File: src/rtl/spi_chold_pkg.sv
package spi_chold_pkg;
  localparam int unsigned FRAME_W = 8;
  localparam int unsigned ADDR_W  = 2;

  localparam logic [ADDR_W-1:0] ADDR_DATA = 2'd0;
  localparam logic [ADDR_W-1:0] ADDR_CTRL = 2'd1;
  localparam logic [ADDR_W-1:0] ADDR_CFG  = 2'd2;

  localparam int unsigned CTRL_LAST_BIT     = 0;
  localparam int unsigned CTRL_SEL_LOAD_BIT = 1;
  localparam int unsigned CTRL_SEL_LSB      = 2;
  localparam int unsigned DATA_LAST_BIT     = 8;
  localparam int unsigned CFG_DIV_LSB       = 8;
endpackage

File: src/rtl/spi_chold_txbuf.sv
module spi_chold_txbuf #(
  parameter int unsigned W = 8
) (
  input  logic         clk_i,
  input  logic         rst_ni,
  input  logic         wr_i,
  input  logic [W-1:0] wr_data_i,
  input  logic         take_i,
  output logic         accept_o,
  output logic         full_o,
  output logic [W-1:0] data_o
);
  logic         full_q;
  logic [W-1:0] data_q;

  assign accept_o = wr_i & ~full_q;
  assign full_o   = full_q;
  assign data_o   = data_q;

  always_ff @(posedge clk_i or negedge rst_ni) begin
    if (!rst_ni) begin
      full_q <= 1'b0;
      data_q <= '0;
    end else begin
      if (take_i) full_q <= 1'b0;
      if (accept_o) begin
        full_q <= 1'b1;
        data_q <= wr_data_i;
      end
    end
  end


  wr_full_drop_chk: assert property (@(posedge clk_i) disable iff (!rst_ni)
    (wr_i && full_q && !take_i) |=> ($stable(data_q) && full_q));
endmodule

File: src/rtl/spi_chold_shifter.sv
module spi_chold_shifter #(
  parameter int unsigned W     = 8,
  parameter int unsigned DIV_W = 4
) (
  input  logic             clk_i,
  input  logic             rst_ni,
  input  logic [DIV_W-1:0] div_i,
  input  logic             hold_full_i,
  input  logic [W-1:0]     hold_data_i,
  output logic             take_o,
  output logic             busy_o,
  output logic             sck_o,
  output logic             mosi_o,
  input  logic             miso_i,
  output logic [W-1:0]     rx_data_o,
  output logic             rx_valid_o
);
  localparam int unsigned CNT_W = DIV_W + 1;
  localparam int unsigned BIT_W = (W > 1) ? $clog2(W) : 1;
  localparam logic [BIT_W-1:0] BIT_LAST = BIT_W'(W - 1);

  logic             busy_q, ph_q, rx_valid_q;
  logic [CNT_W-1:0] cnt_q, half_last;
  logic [BIT_W-1:0] bit_q;
  logic [W-1:0]     sh_q, rx_sh_q, rx_q;
  logic             edge_tick, frame_end;

  // half period = div + 2 clocks
  assign half_last = CNT_W'(div_i) + CNT_W'(1);
  assign edge_tick = busy_q && (cnt_q == half_last);
  assign frame_end = edge_tick && ph_q && (bit_q == BIT_LAST);
  assign take_o    = hold_full_i && (!busy_q || frame_end);

  assign busy_o     = busy_q;
  assign sck_o      = ph_q;
  assign mosi_o     = busy_q & sh_q[W-1];
  assign rx_data_o  = rx_q;
  assign rx_valid_o = rx_valid_q;

  always_ff @(posedge clk_i or negedge rst_ni) begin
    if (!rst_ni) begin
      busy_q     <= 1'b0;
      ph_q       <= 1'b0;
      cnt_q      <= '0;
      bit_q      <= '0;
      sh_q       <= '0;
      rx_sh_q    <= '0;
      rx_q       <= '0;
      rx_valid_q <= 1'b0;
    end else begin
      rx_valid_q <= frame_end;
      if (frame_end) rx_q <= rx_sh_q;
      if (take_o) begin
        busy_q <= 1'b1;
        sh_q   <= hold_data_i;
        cnt_q  <= '0;
        ph_q   <= 1'b0;
        bit_q  <= '0;
      end else if (frame_end) begin
        busy_q <= 1'b0;
        ph_q   <= 1'b0;
        cnt_q  <= '0;
      end else if (busy_q) begin
        if (edge_tick) begin
          cnt_q <= '0;
          if (!ph_q) begin
            ph_q    <= 1'b1;
            rx_sh_q <= {rx_sh_q[W-2:0], miso_i};
          end else begin
            ph_q  <= 1'b0;
            bit_q <= bit_q + BIT_W'(1);
            sh_q  <= {sh_q[W-2:0], 1'b0};
          end
        end else begin
          cnt_q <= cnt_q + CNT_W'(1);
        end
      end
    end
  end


  sck_idle_low_chk: assert property (@(posedge clk_i) disable iff (!rst_ni)
    !busy_q |-> !sck_o);

  sck_half_period_chk: assert property (@(posedge clk_i) disable iff (!rst_ni)
    (busy_q && !edge_tick) |=> $stable(sck_o));

  no_gap_chk: assert property (@(posedge clk_i) disable iff (!rst_ni)
    (frame_end && hold_full_i) |=> busy_o);

  rx_pulse_chk: assert property (@(posedge clk_i) disable iff (!rst_ni)
    rx_valid_o |-> $past(busy_o));
endmodule

File: src/rtl/spi_chold_csctl.sv
module spi_chold_csctl #(
  parameter int unsigned N     = 4,
  parameter int unsigned SEL_W = 2
) (
  input  logic             clk_i,
  input  logic             rst_ni,
  input  logic [N-1:0]     keep_i,
  input  logic [SEL_W-1:0] sel_i,
  input  logic             last_req_i,
  input  logic             busy_i,
  input  logic             full_i,
  output logic [N-1:0]     cs_no
);
  logic hold_q, last_q;
  logic keep_sel, cs_on, release_w, hold_d, last_d;

  assign keep_sel  = keep_i[sel_i];
  assign cs_on     = busy_i | full_i | hold_q;
  assign release_w = last_q & ~busy_i & ~full_i;
  assign hold_d    = keep_sel & cs_on & ~release_w;

  always_comb begin
    last_d = last_q;
    if (release_w || !keep_sel) last_d = 1'b0;
    if (last_req_i && keep_sel) last_d = 1'b1;
  end

  always_ff @(posedge clk_i or negedge rst_ni) begin
    if (!rst_ni) begin
      hold_q <= 1'b0;
      last_q <= 1'b0;
    end else begin
      hold_q <= hold_d;
      last_q <= last_d;
    end
  end

  for (genvar i = 0; i < N; i++) begin : g_cs
    assign cs_no[i] = ~(cs_on && (sel_i == SEL_W'(i)));
  end


  cs_onehot_chk: assert property (@(posedge clk_i) disable iff (!rst_ni)
    $onehot0(~cs_no));

  plain_release_chk: assert property (@(posedge clk_i) disable iff (!rst_ni)
    (!keep_sel && $stable(keep_i) && $stable(sel_i) && !busy_i && !full_i) |-> (&cs_no));

  held_stays_chk: assert property (@(posedge clk_i) disable iff (!rst_ni)
    (keep_sel && !(&cs_no) && !last_q) |=> (!(&cs_no) || !$stable(keep_i) || !$stable(sel_i)));

  last_ignored_chk: assert property (@(posedge clk_i) disable iff (!rst_ni)
    !keep_sel |=> !last_q);

  last_clear_chk: assert property (@(posedge clk_i) disable iff (!rst_ni)
    (release_w && !last_req_i) |=> !last_q);
endmodule

File: src/rtl/spi_chold_master.sv
module spi_chold_master
  import spi_chold_pkg::*;
#(
  parameter int unsigned NUM_CS = 4,
  parameter int unsigned DIV_W  = 4,
  parameter int unsigned BUS_W  = 16
) (
  input  logic               clk_i,
  input  logic               rst_ni,
  input  logic               wr_en_i,
  input  logic [ADDR_W-1:0]  wr_addr_i,
  input  logic [BUS_W-1:0]   wr_data_i,
  output logic               sck_o,
  output logic               mosi_o,
  input  logic               miso_i,
  output logic [NUM_CS-1:0]  cs_no,
  output logic               hold_empty_o,
  output logic               shift_empty_o,
  output logic [FRAME_W-1:0] rx_data_o,
  output logic               rx_valid_o
);
  localparam int unsigned SEL_W = (NUM_CS > 1) ? $clog2(NUM_CS) : 1;

  logic               wr_data_sel, wr_ctrl_sel, wr_cfg_sel;
  logic [NUM_CS-1:0]  keep_q;
  logic [SEL_W-1:0]   sel_q;
  logic [DIV_W-1:0]   div_q;
  logic               hold_accept, hold_full, take, busy, last_req;
  logic [FRAME_W-1:0] hold_data;

  assign wr_data_sel = wr_en_i && (wr_addr_i == ADDR_DATA);
  assign wr_ctrl_sel = wr_en_i && (wr_addr_i == ADDR_CTRL);
  assign wr_cfg_sel  = wr_en_i && (wr_addr_i == ADDR_CFG);
  assign last_req    = (wr_ctrl_sel && wr_data_i[CTRL_LAST_BIT]) ||
                       (hold_accept && wr_data_i[DATA_LAST_BIT]);

  always_ff @(posedge clk_i or negedge rst_ni) begin
    if (!rst_ni) begin
      keep_q <= '0;
      sel_q  <= '0;
      div_q  <= '0;
    end else begin
      if (wr_cfg_sel) begin
        keep_q <= wr_data_i[NUM_CS-1:0];
        div_q  <= wr_data_i[CFG_DIV_LSB +: DIV_W];
      end
      if (wr_ctrl_sel && wr_data_i[CTRL_SEL_LOAD_BIT])
        sel_q <= wr_data_i[CTRL_SEL_LSB +: SEL_W];
    end
  end

  spi_chold_txbuf #(.W(FRAME_W)) u_txbuf (
    .clk_i     (clk_i),
    .rst_ni    (rst_ni),
    .wr_i      (wr_data_sel),
    .wr_data_i (wr_data_i[FRAME_W-1:0]),
    .take_i    (take),
    .accept_o  (hold_accept),
    .full_o    (hold_full),
    .data_o    (hold_data)
  );

  spi_chold_shifter #(.W(FRAME_W), .DIV_W(DIV_W)) u_shifter (
    .clk_i       (clk_i),
    .rst_ni      (rst_ni),
    .div_i       (div_q),
    .hold_full_i (hold_full),
    .hold_data_i (hold_data),
    .take_o      (take),
    .busy_o      (busy),
    .sck_o       (sck_o),
    .mosi_o      (mosi_o),
    .miso_i      (miso_i),
    .rx_data_o   (rx_data_o),
    .rx_valid_o  (rx_valid_o)
  );

  spi_chold_csctl #(.N(NUM_CS), .SEL_W(SEL_W)) u_csctl (
    .clk_i      (clk_i),
    .rst_ni     (rst_ni),
    .keep_i     (keep_q),
    .sel_i      (sel_q),
    .last_req_i (last_req),
    .busy_i     (busy),
    .full_i     (hold_full),
    .cs_no      (cs_no)
  );

  assign hold_empty_o  = ~hold_full;
  assign shift_empty_o = ~busy;


  status_idle_chk: assert property (@(posedge clk_i) disable iff (!rst_ni)
    (hold_empty_o && shift_empty_o) |-> !sck_o);
endmodule

File: config.mk
export PLATFORM = sky130hd
export DESIGN_NAME = spi_chold_master
export DESIGN_NICKNAME = d
export VERILOG_FILES = /design/src/rtl/spi_chold_pkg.sv /design/src/rtl/spi_chold_txbuf.sv /design/src/rtl/spi_chold_shifter.sv /design/src/rtl/spi_chold_csctl.sv /design/src/rtl/spi_chold_master.sv
export SDC_FILE = /design/constraint.sdc
export NUM_CORES = 1
export LEC_CHECK = 0
export ABC_AREA = 1
export BUFFER_PORTS_ARGS = -buffer_cell sky130_fd_sc_hd__buf_2
export CAP_MARGIN = 20
export CORE_MARGIN = 1
export CORE_UTILIZATION = 50
export DETAILED_ROUTE_END_ITERATION = 8
export GPL_ROUTABILITY_DRIVEN = 1
export HOLD_SLACK_MARGIN = 0.03
export PLACE_DENSITY = 0.71
export SETUP_SLACK_MARGIN = 0.05
export SLEW_MARGIN = 15
export SYNTH_ARGS = -nofsm -noshare
export SYNTH_HDL_FRONTEND = slang
export SYNTH_SLANG_ARGS = --single-unit
export TNS_END_PERCENT = 30
File: constraint.sdc
create_clock -name clk_i -period 4 [get_ports clk_i]
set_clock_uncertainty 0.2 [all_clocks]
set_input_delay 0.4 -clock clk_i [delete_from_list [all_inputs] [get_ports clk_i]]
set_output_delay 0.4 -clock clk_i [all_outputs]
set_load 0.03 [all_outputs]
==> results of run 1 <==
-- layout make-up --
type,instances,area share [%]
Clock buffer,7,3.28
Multi-Input combinational cell,200,34.2
Sequential cell,56,47.7
Tap cell,67,2.85
Timing Repair Buffer,36,6.39
Inverter,36,4.60
Clock inverter,1,1.02
-- metal layers --
| layer | global-route usage (%) | up-vias | part of all wire [%] | wire length, um |
|---|---|---|---|---|
| met3 | 5.28 | 2 | 4.5 | 212 |
| met2 | 32.4 | 39 | 49 | 2290 |
| met4 | 7.48 | 0 | 0.61 | 29 |
| li1 | - | 1017 | - | - |
| met5 | 0 | - | 0 | 0 |
| met1 | 26.7 | 925 | 46 | 2190 |
-- worst paths after layout --
check,startpoint,to,depth (start not counted)
max in group asynchronous,rst_ni,u_txbuf.data_o[6],3
worst min-delay path,wr_data_i[9],div_q[1],2
worst min register to register,u_shifter.rx_data_o[0],u_shifter.rx_data_o[0],2
worst max-delay path,div_q[0],u_shifter.sh_q[2],12
min in group asynchronous,rst_ni,keep_q[0],2
worst max register to register,div_q[0],u_shifter.sh_q[2],12
-- flip-flops by register name (all words and copies together) (netlist names), 2 cells and up --
name	flops
div_q	4
u_txbuf.data_o	8
u_shifter.bit_q	3
u_shifter.cnt_q	5
keep_q	4
u_shifter.rx_data_o	8
sel_q	2
u_shifter.rx_sh_q	8
u_shifter.sh_q	8
-- stage by stage --
stage               setup WS (ns)  cell area [sq um]  util (%)  hold slack [ns]  cells
global route                 1.13               2940      60.6            0.107    403
finish                       1.38               2940      60.6            0.120    403
CTS                          1.38               2940      60.6            0.115    403
floorplan                    2.00               2590         -          -0.0956    300
detailed placement           1.42               2800      57.8            0.227    394
global placement             1.47               2800      57.8            0.220    394
-- cells by family after synthesis --
logic type | Yosys count | share of synthesized area, %
simple gates | 151 | 25.7
flops | 56 | 54.1
buf+inv | 44 | 7.15
compound gates | 36 | 7.49
mux | 6 | 2.61
fa+ha+maj | 4 | 1.93
xor+xnor | 3 | 1.01
-- power by group --
part	internal [mW]	total, mW	switching (mW)
Clock	0.221	0.394	0.173
Sequential	0.713	0.818	0.105
Combinational	0.177	0.461	0.284
-- synthesized netlist by cell type, drive strengths merged --
| library cell | n | area, sq um |
|---|---|---|
| nand2 | 105 | 409 |
| dfrtp | 56 | 1400 |
| inv | 36 | 135 |
| o21ai | 28 | 140 |
| nand3 | 21 | 110 |
| nor2 | 16 | 77.6 |
| nand4 | 7 | 58.8 |
| a21oi | 6 | 41.3 |
| mux2 | 6 | 67.6 |
| buf | 4 | 35.0 |
| clkbuf | 4 | 15.0 |
| ha | 4 | 50.1 |
| xor2 | 3 | 26.3 |
| nor3 | 2 | 10.0 |
| o22ai | 2 | 12.5 |
-- worst max-delay path: stages (launching register included) --
cell     delay, ns
dfrtp_1       0.44
ha_1          0.33
nor2_1        0.06
nor2_2        0.10
nand3_2       0.09
nor2_4        0.12
nand4_4       0.24
nand2_2       0.31
nand2_4       0.17
nand2_1       0.12
nand2_2       0.16
nand2_1       0.11
nand2_1       0.06
==> results.json, run 1 <==
{
  "drive_gt1_share_pct": 18.5,
  "status": "finished, final reports clean",
  "syn_inst": 300,
  "hp-class": "in -> reg",
  "cts_resized": 0,
  "fillers": 439,
  "arrival_ns": 2.62,
  "maxCapViolCount": 0,
  "syn_area_per_cell_sq_um": 8.63,
  "worst_slew_pin_slew_ns": 0.566,
  "yosysWarnings": 0,
  "wirelength_um": 4730,
  "clk_latency_ns": 0.31,
  "slew_headroom_pct": 62.3,
  "die_w_um": 74.0,
  "synth_fp_nets": 326,
  "drtIter0Drc": 93,
  "cts_made_buffers": 5,
  "rows": 25,
  "min_period_ns": 2.62,
  "first_pass_iters": 4,
  "irDropWorstVdd_uv": 265,
  "cts_buffer_depth": 2,
  "gp_congestion": 0.801,
  "die-area_sq_um": 5470,
  "fmaxAchievable_mhz": 382,
  "antennaDiodeCount": 0,
  "timing.setup.tns_ns": 0,
  "root_buffer": "clkbuf_8",
  "cts_setup_buffers": 0,
  "ys_seq_elements": 56,
  "coreArea_sq_um": 4850,
  "finalSetupViolCount": 0,
  "area_growth_pct": 13.4,
  "antenna_found_initial": 0,
  "power_density_nw_per_um2": 569,
  "synth_area_sq_um": 2590,
  "drc": 0,
  "vias": 1983,
  "rsz0062_at_grt": "no",
  "fin_nets": 361,
  "start_util_pct": 53.4,
  "avgViaCountPerCell": 4.92,
  "ys_seq_area_share_pct": 54.1,
  "power_mw": 1.67,
  "finalHoldViolations": 0,
  "path_max_fanout": 17,
  "path_class": "reg -> reg",
  "power_leakage_nw": 1.61,
  "grt_pass1_vias": 1879,
  "clock_sinks": 56,
  "required_ns": 4.00,
  "final_cell_mix": "nand2_1, dfrtp_1, buf_2",
  "antenna_left": 0,
  "die_h_um": 74.0,
  "post-route-period-util_pct": 65.5,
  "overflow": 0,
  "path_clk_slew_ns": 0.10,
  "grt_pass1_wl_um": 8280,
  "r2r_setup_slack_ns": 1.38,
  "final_common_cell": "nand2_1",
  "end_kind": "register",
  "seq_area_sq_um": 1400,
  "io_pins": 39,
  "ctsHoldBuffers": 1,
  "port_buffers": 34,
  "cts_tree": "built",
  "start_kind": "register",
  "yosysUniqueCellTypes": 26,
  "grt_usage_pct": 20.3,
  "multi_input_area_sq_um": 1000,
  "avgRoutedWirePerCell_um": 11.7,
  "cts_max_level": 2,
  "grt_max_degree": 33,
  "hpwl_um": 3430,
  "final_max_slew_viol_count": 0
}
(Power assumes the default switching activity.)
==> run 2, diff against run 1 <==
PLACE_DENSITY = 0.74   (was 0.71)
clock period = 2.3 ns   (was 4 ns; I/O delays follow)
==> results.json, run 2 (synthesis gave the netlist of run 1 again) <==
{
  "power_mw": 2.85,
  "power_leakage_nw": 1.68,
  "overflow": 0,
  "port_buffers": 34,
  "cts_made_buffers": 5,
  "irDropWorstVdd_uv": 470,
  "first_pass_iters": 4,
  "drc": 0,
  "fillers": 388,
  "avgViaCountPerCell": 5.00,
  "drtIter0Drc": 102,
  "required_ns": 1.87,
  "gp_congestion": 0.790,
  "antenna_found_initial": 0,
  "die-area_sq_um": 5470,
  "status": "finished, final reports clean",
  "end_kind": "output port",
  "min_period_ns": 2.13,
  "rsz0062_at_grt": "no",
  "root_buffer": "clkbuf_8",
  "arrival_ns": 1.70,
  "die_h_um": 74.0,
  "fmaxAchievable_mhz": 470,
  "area_growth_pct": 20.6,
  "maxCapViolCount": 0,
  "wirelength_um": 4900,
  "grt_pass1_vias": 2052,
  "clk_latency_ns": 0.31,
  "path_clk_slew_ns": 0.10,
  "timing.setup.tns_ns": 0,
  "fin_nets": 381,
  "coreArea_sq_um": 4850,
  "finalSetupViolCount": 0,
  "worst_slew_pin_slew_ns": 0.690,
  "die_w_um": 74.0,
  "io_pins": 39,
  "clock_sinks": 56,
  "start_kind": "register",
  "antennaDiodeCount": 0,
  "antenna_left": 0,
  "final_cell_mix": "nand2_1, dfrtp_1, buf_2",
  "vias": 2116,
  "post-route-period-util_pct": 92.4,
  "rows": 25,
  "path_class": "reg -> out",
  "finalHoldViolations": 0,
  "start_util_pct": 53.4,
  "final_max_slew_viol_count": 0,
  "grt_pass1_wl_um": 8800,
  "grt_usage_pct": 21.3,
  "cts_max_level": 2,
  "drive_gt1_share_pct": 20.8,
  "cts_tree": "built",
  "power_density_nw_per_um2": 913,
  "path_max_fanout": 7,
  "hp-class": "in -> reg",
  "hpwl_um": 3450,
  "final_common_cell": "nand2_1",
  "placed_area_sq_um": 2850,
  "avgRoutedWirePerCell_um": 11.6,
  "fin_area_sq_um": 3120,
  "grt_max_degree": 57,
  "slew_headroom_pct": 54.0,
  "cts_buffer_depth": 2,
  "r2r_setup_slack_ns": 0.25
}
-- run 2: per-stage QoR --
step	setup WS [ns]	util, %	hold slack [ns]	instances
after floorplan	0.303	-	-0.266	300
after global placement	0.225	58.7	0.202	400
after detailed placement	0.160	58.7	0.211	400
after CTS	0.114	63.2	0.0311	420
after global routing	0.0600	64.4	0.0597	423
final	0.174	64.4	0.0225	423
-- run 2: layout make-up --
class / count / area (sq um) / area share [%]
clock buffers: 6 / 82.6 / 2.64
clock inverters: 2 / 15.0 / 0.481
inverters: 36 / 135 / 4.33
multi-input cells: 200 / 1040 / 33.3
flip-flops and latches: 56 / 1400 / 44.9
well taps: 67 / 83.8 / 2.68
repair buffers: 56 / 365 / 11.7
-- run 2: repair_timing --
action,in CTS,in global routing
gates resized for setup,0,6
setup buffers,0,3
hold endpoints to repair,68,0
hold buffers,12,0
setup endpoints to repair,0,17
-- run 2: per-layer routing --
layer | up-vias | global-route usage [%] | wire, um
met5 | - | 0 | 0
met1 | 1009 | 27.0 | 2330
met2 | 40 | 36.1 | 2340
met3 | 7 | 4.47 | 165
met4 | 0 | 8.12 | 68
li1 | 1060 | - | -
-- run 2: worst max-delay path, cell delays in order, from the launching register on --
cell and delay, ns:
dfrtp_1 0.50, nor2_2 0.21, inv_1 0.14, nor2_1 0.15, inv_1 0.10, nand3_1 0.09, buf_2 0.20
-- run 2: final timing paths --
path,startpoint,to,depth (start not counted)
max,u_shifter.busy_o,cs_no[3],6
min,wr_data_i[2],u_txbuf.data_o[2],3
max reg2reg,div_q[1],u_shifter.sh_q[4],11
min reg2reg,u_shifter.sh_q[3],u_shifter.sh_q[3],2
max in group asynchronous,rst_ni,u_shifter.sh_q[4],3
min in group asynchronous,rst_ni,u_shifter.rx_valid_o,3
-- run 2: power by group --
group          leakage [nW]  internal (mW)  switching (mW)
sequential            0.720           1.24           0.170
clock                0.0434          0.244           0.319
combinational         0.920          0.347           0.532
total                  1.68           1.83            1.02
==> run 3, diff against run 2 <==
HOLD_SLACK_MARGIN = 0.12   (was 0.03)
SYNTH_HIERARCHICAL = 1   (was not set)
==> results.json, run 3 <==
{
  "rows": 26,
  "min_period_ns": 2.07,
  "root_buffer": "clkbuf_8",
  "grt_max_degree": 30,
  "end_kind": "output port",
  "io_pins": 39,
  "status": "finished, final reports clean",
  "timing.setup.tns_ns": 0,
  "start_util_pct": 52.9,
  "antennaDiodeCount": 0,
  "overflow": 0,
  "irDropWorstVdd_uv": 464,
  "yosysWarnings": 6,
  "finalHoldViolations": 0,
  "first_pass_iters": 4,
  "path_max_fanout": 13,
  "slew_headroom_pct": 57.3,
  "drc": 0,
  "fmaxAchievable_mhz": 484,
  "place_inst": 437,
  "grt_pass1_vias": 2210,
  "yosysTopAreaCellShare_pct": 50.5,
  "drtIter0Drc": 139,
  "yosysUniqueCellTypes": 28,
  "cts_tree": "built",
  "fin_cells": 464,
  "final_common_cell": "nand2_1",
  "area_growth_pct": 19.9,
  "clock_sinks": 56,
  "rsz0062_at_grt": "no",
  "grt_usage_pct": 19.8,
  "hpwl_um": 3560,
  "power_leakage_nw": 1.84,
  "cts_buffer_depth": 2,
  "synth_area_sq_um": 2770,
  "synth_edf_count": 0,
  "power_density_nw_per_um2": 866,
  "die_w_um": 76.5,
  "avgRoutedWirePerCell_um": 11.2,
  "required_ns": 1.87,
  "gp_congestion": 0.754,
  "clk_latency_ns": 0.30,
  "finalSetupViolCount": 0,
  "fillers": 456,
  "synth.top_cells.by_count": "nand2_1, dfrtp_1, inv_1, nand3_1, nor2_1",
  "final_cell_mix": "nand2_1, dfrtp_1, inv_1",
  "wirelength_um": 5180,
  "fin_nets": 419,
  "die_h_um": 76.5,
  "start_kind": "register",
  "cts_max_level": 2,
  "antenna_left": 0,
  "fin_util_pct": 63.4,
  "drive_gt1_share_pct": 20.1,
  "synth_top_area_cell": "dfrtp_1",
  "antenna_found_initial": 0,
  "syn_area_per_cell_sq_um": 8.25,
  "hp-class": "in -> async",
  "synth.most_common_cell": "nand2_1",
  "worst_hold_slack_ns": 0.280,
  "synth_fp_nets": 362,
  "synth_area_leaders": "dfrtp_1, nand2_1, nand3_1",
  "ys_seq_elements": 56,
  "avgViaCountPerCell": 4.86,
  "path_clk_slew_ns": 0.10,
  "path_class": "reg -> out",
  "worst_slew_pin_slew_ns": 0.641,
  "cts_made_buffers": 5,
  "die-area_sq_um": 5850,
  "synthArstFlopShare_pct": 100,
  "ys.flop_type": "dfrtp_1",
  "maxCapViolCount": 0,
  "port_buffers": 34,
  "vias": 2255,
  "grt_pass1_wl_um": 9360,
  "coreArea_sq_um": 5240,
  "arrival_ns": 1.64,
  "syn_inst": 336,
  "ys_seq_area_share_pct": 50.5,
  "final_max_slew_viol_count": 0,
  "post-route-period-util_pct": 89.8
}
[run 3: cell types whose count changed in the layout (fill, tap and decap cells not counted), sizes merged, moves of 3 or more]
cell / before / now
buf: 44 / 39
nor2: 16 / 20
dlygate4sd3: 12 / 18
nand2: 105 / 131
o21ai: 28 / 23
inv: 36 / 45
mux2: 6 / 0
nand4: 7 / 4
nand3: 21 / 35
[run 3: logic make-up after synthesis]
| family | after synthesis | share of synthesized area, % |
|---|---|---|
| flip-flops | 56 | 50.5 |
| AO/OA/AOI/OAI | 29 | 7.36 |
| adder cells (fa/ha/maj) | 4 | 1.81 |
| buffers and inverters | 52 | 8.30 |
| AND/OR/NAND/NOR | 194 | 31.7 |
| XOR/XNOR | 1 | 0.316 |
[run 3: cell type report]
type,count,area [sq um],share of cell area [%]
tap,70,87.6,2.64
timing repair buffer,57,400,12.0
multi-input combinational,228,1140,34.3
clock buffer,6,82.6,2.48
sequential,56,1400,42.2
inverter,45,171,5.16
clock inverter,2,38.8,1.17
[run 3: path summary, 6_finish.rpt]
check | start | endpoint | slack [ns] | cells after the start
worst max-delay path | u_txbuf/full_o | cs_no[3] | 0.23 | 4
worst min-delay path | rst_ni | u_txbuf/data_o[4] | 0.28 | 2
worst max register to register | div_q[0] | u_shifter/bit_q[0] | 0.23 | 13
worst min register to register | u_shifter/rx_sh_q[7] | u_shifter/rx_data_o[7] | 0.28 | 2
max in group asynchronous | rst_ni | u_shifter/busy_o | 1.05 | 3
min in group clk_i | u_shifter/rx_sh_q[7] | u_shifter/rx_data_o[7] | 0.28 | 2
[run 3: worst max-delay path: stages, from the launching register on]
cell and delay, ns:
dfrtp_1 0.71, nor2_1 0.16, nand2_1 0.18, nand3_1 0.10, buf_2 0.19
[run 3: layer usage]
metal / GRT usage (%) / wire (um) / up-vias / part of all wire (%)
li1: - / - / 1165 / -
met1: 23.5 / 2330 / 1052 / 45
met5: 0 / 0 / - / 0
met4: 5.96 / 43 / 0 / 0.83
met3: 3.23 / 132 / 4 / 2.6
met2: 36.4 / 2670 / 34 / 52
[run 3: repair_timing]
item / CTS / global route
resized for setup: 0 / 1
endpoints found under the setup margin: 0 / 4
hold endpoints to repair: 47 / 0
hold buffers: 18 / 0
buffers inserted: 0 / 1
[run 3: stage by stage]
step	total power, mW	setup slack (ns)	cell area, sq um
floorplan	2.00	0.343	2770
global route	3.09	0.0595	3320
global placement	2.17	0.225	3010
detailed placement	2.21	0.186	3010
finish	2.88	0.234	3320
CTS	2.89	0.165	3320
[run 3: power breakdown]
part / internal, mW / leakage, nW / switching, mW
registers: 1.21 / 0.727 / 0.181
clock network: 0.356 / 0.0614 / 0.311
logic: 0.311 / 1.05 / 0.509
total: 1.88 / 1.84 / 1.00
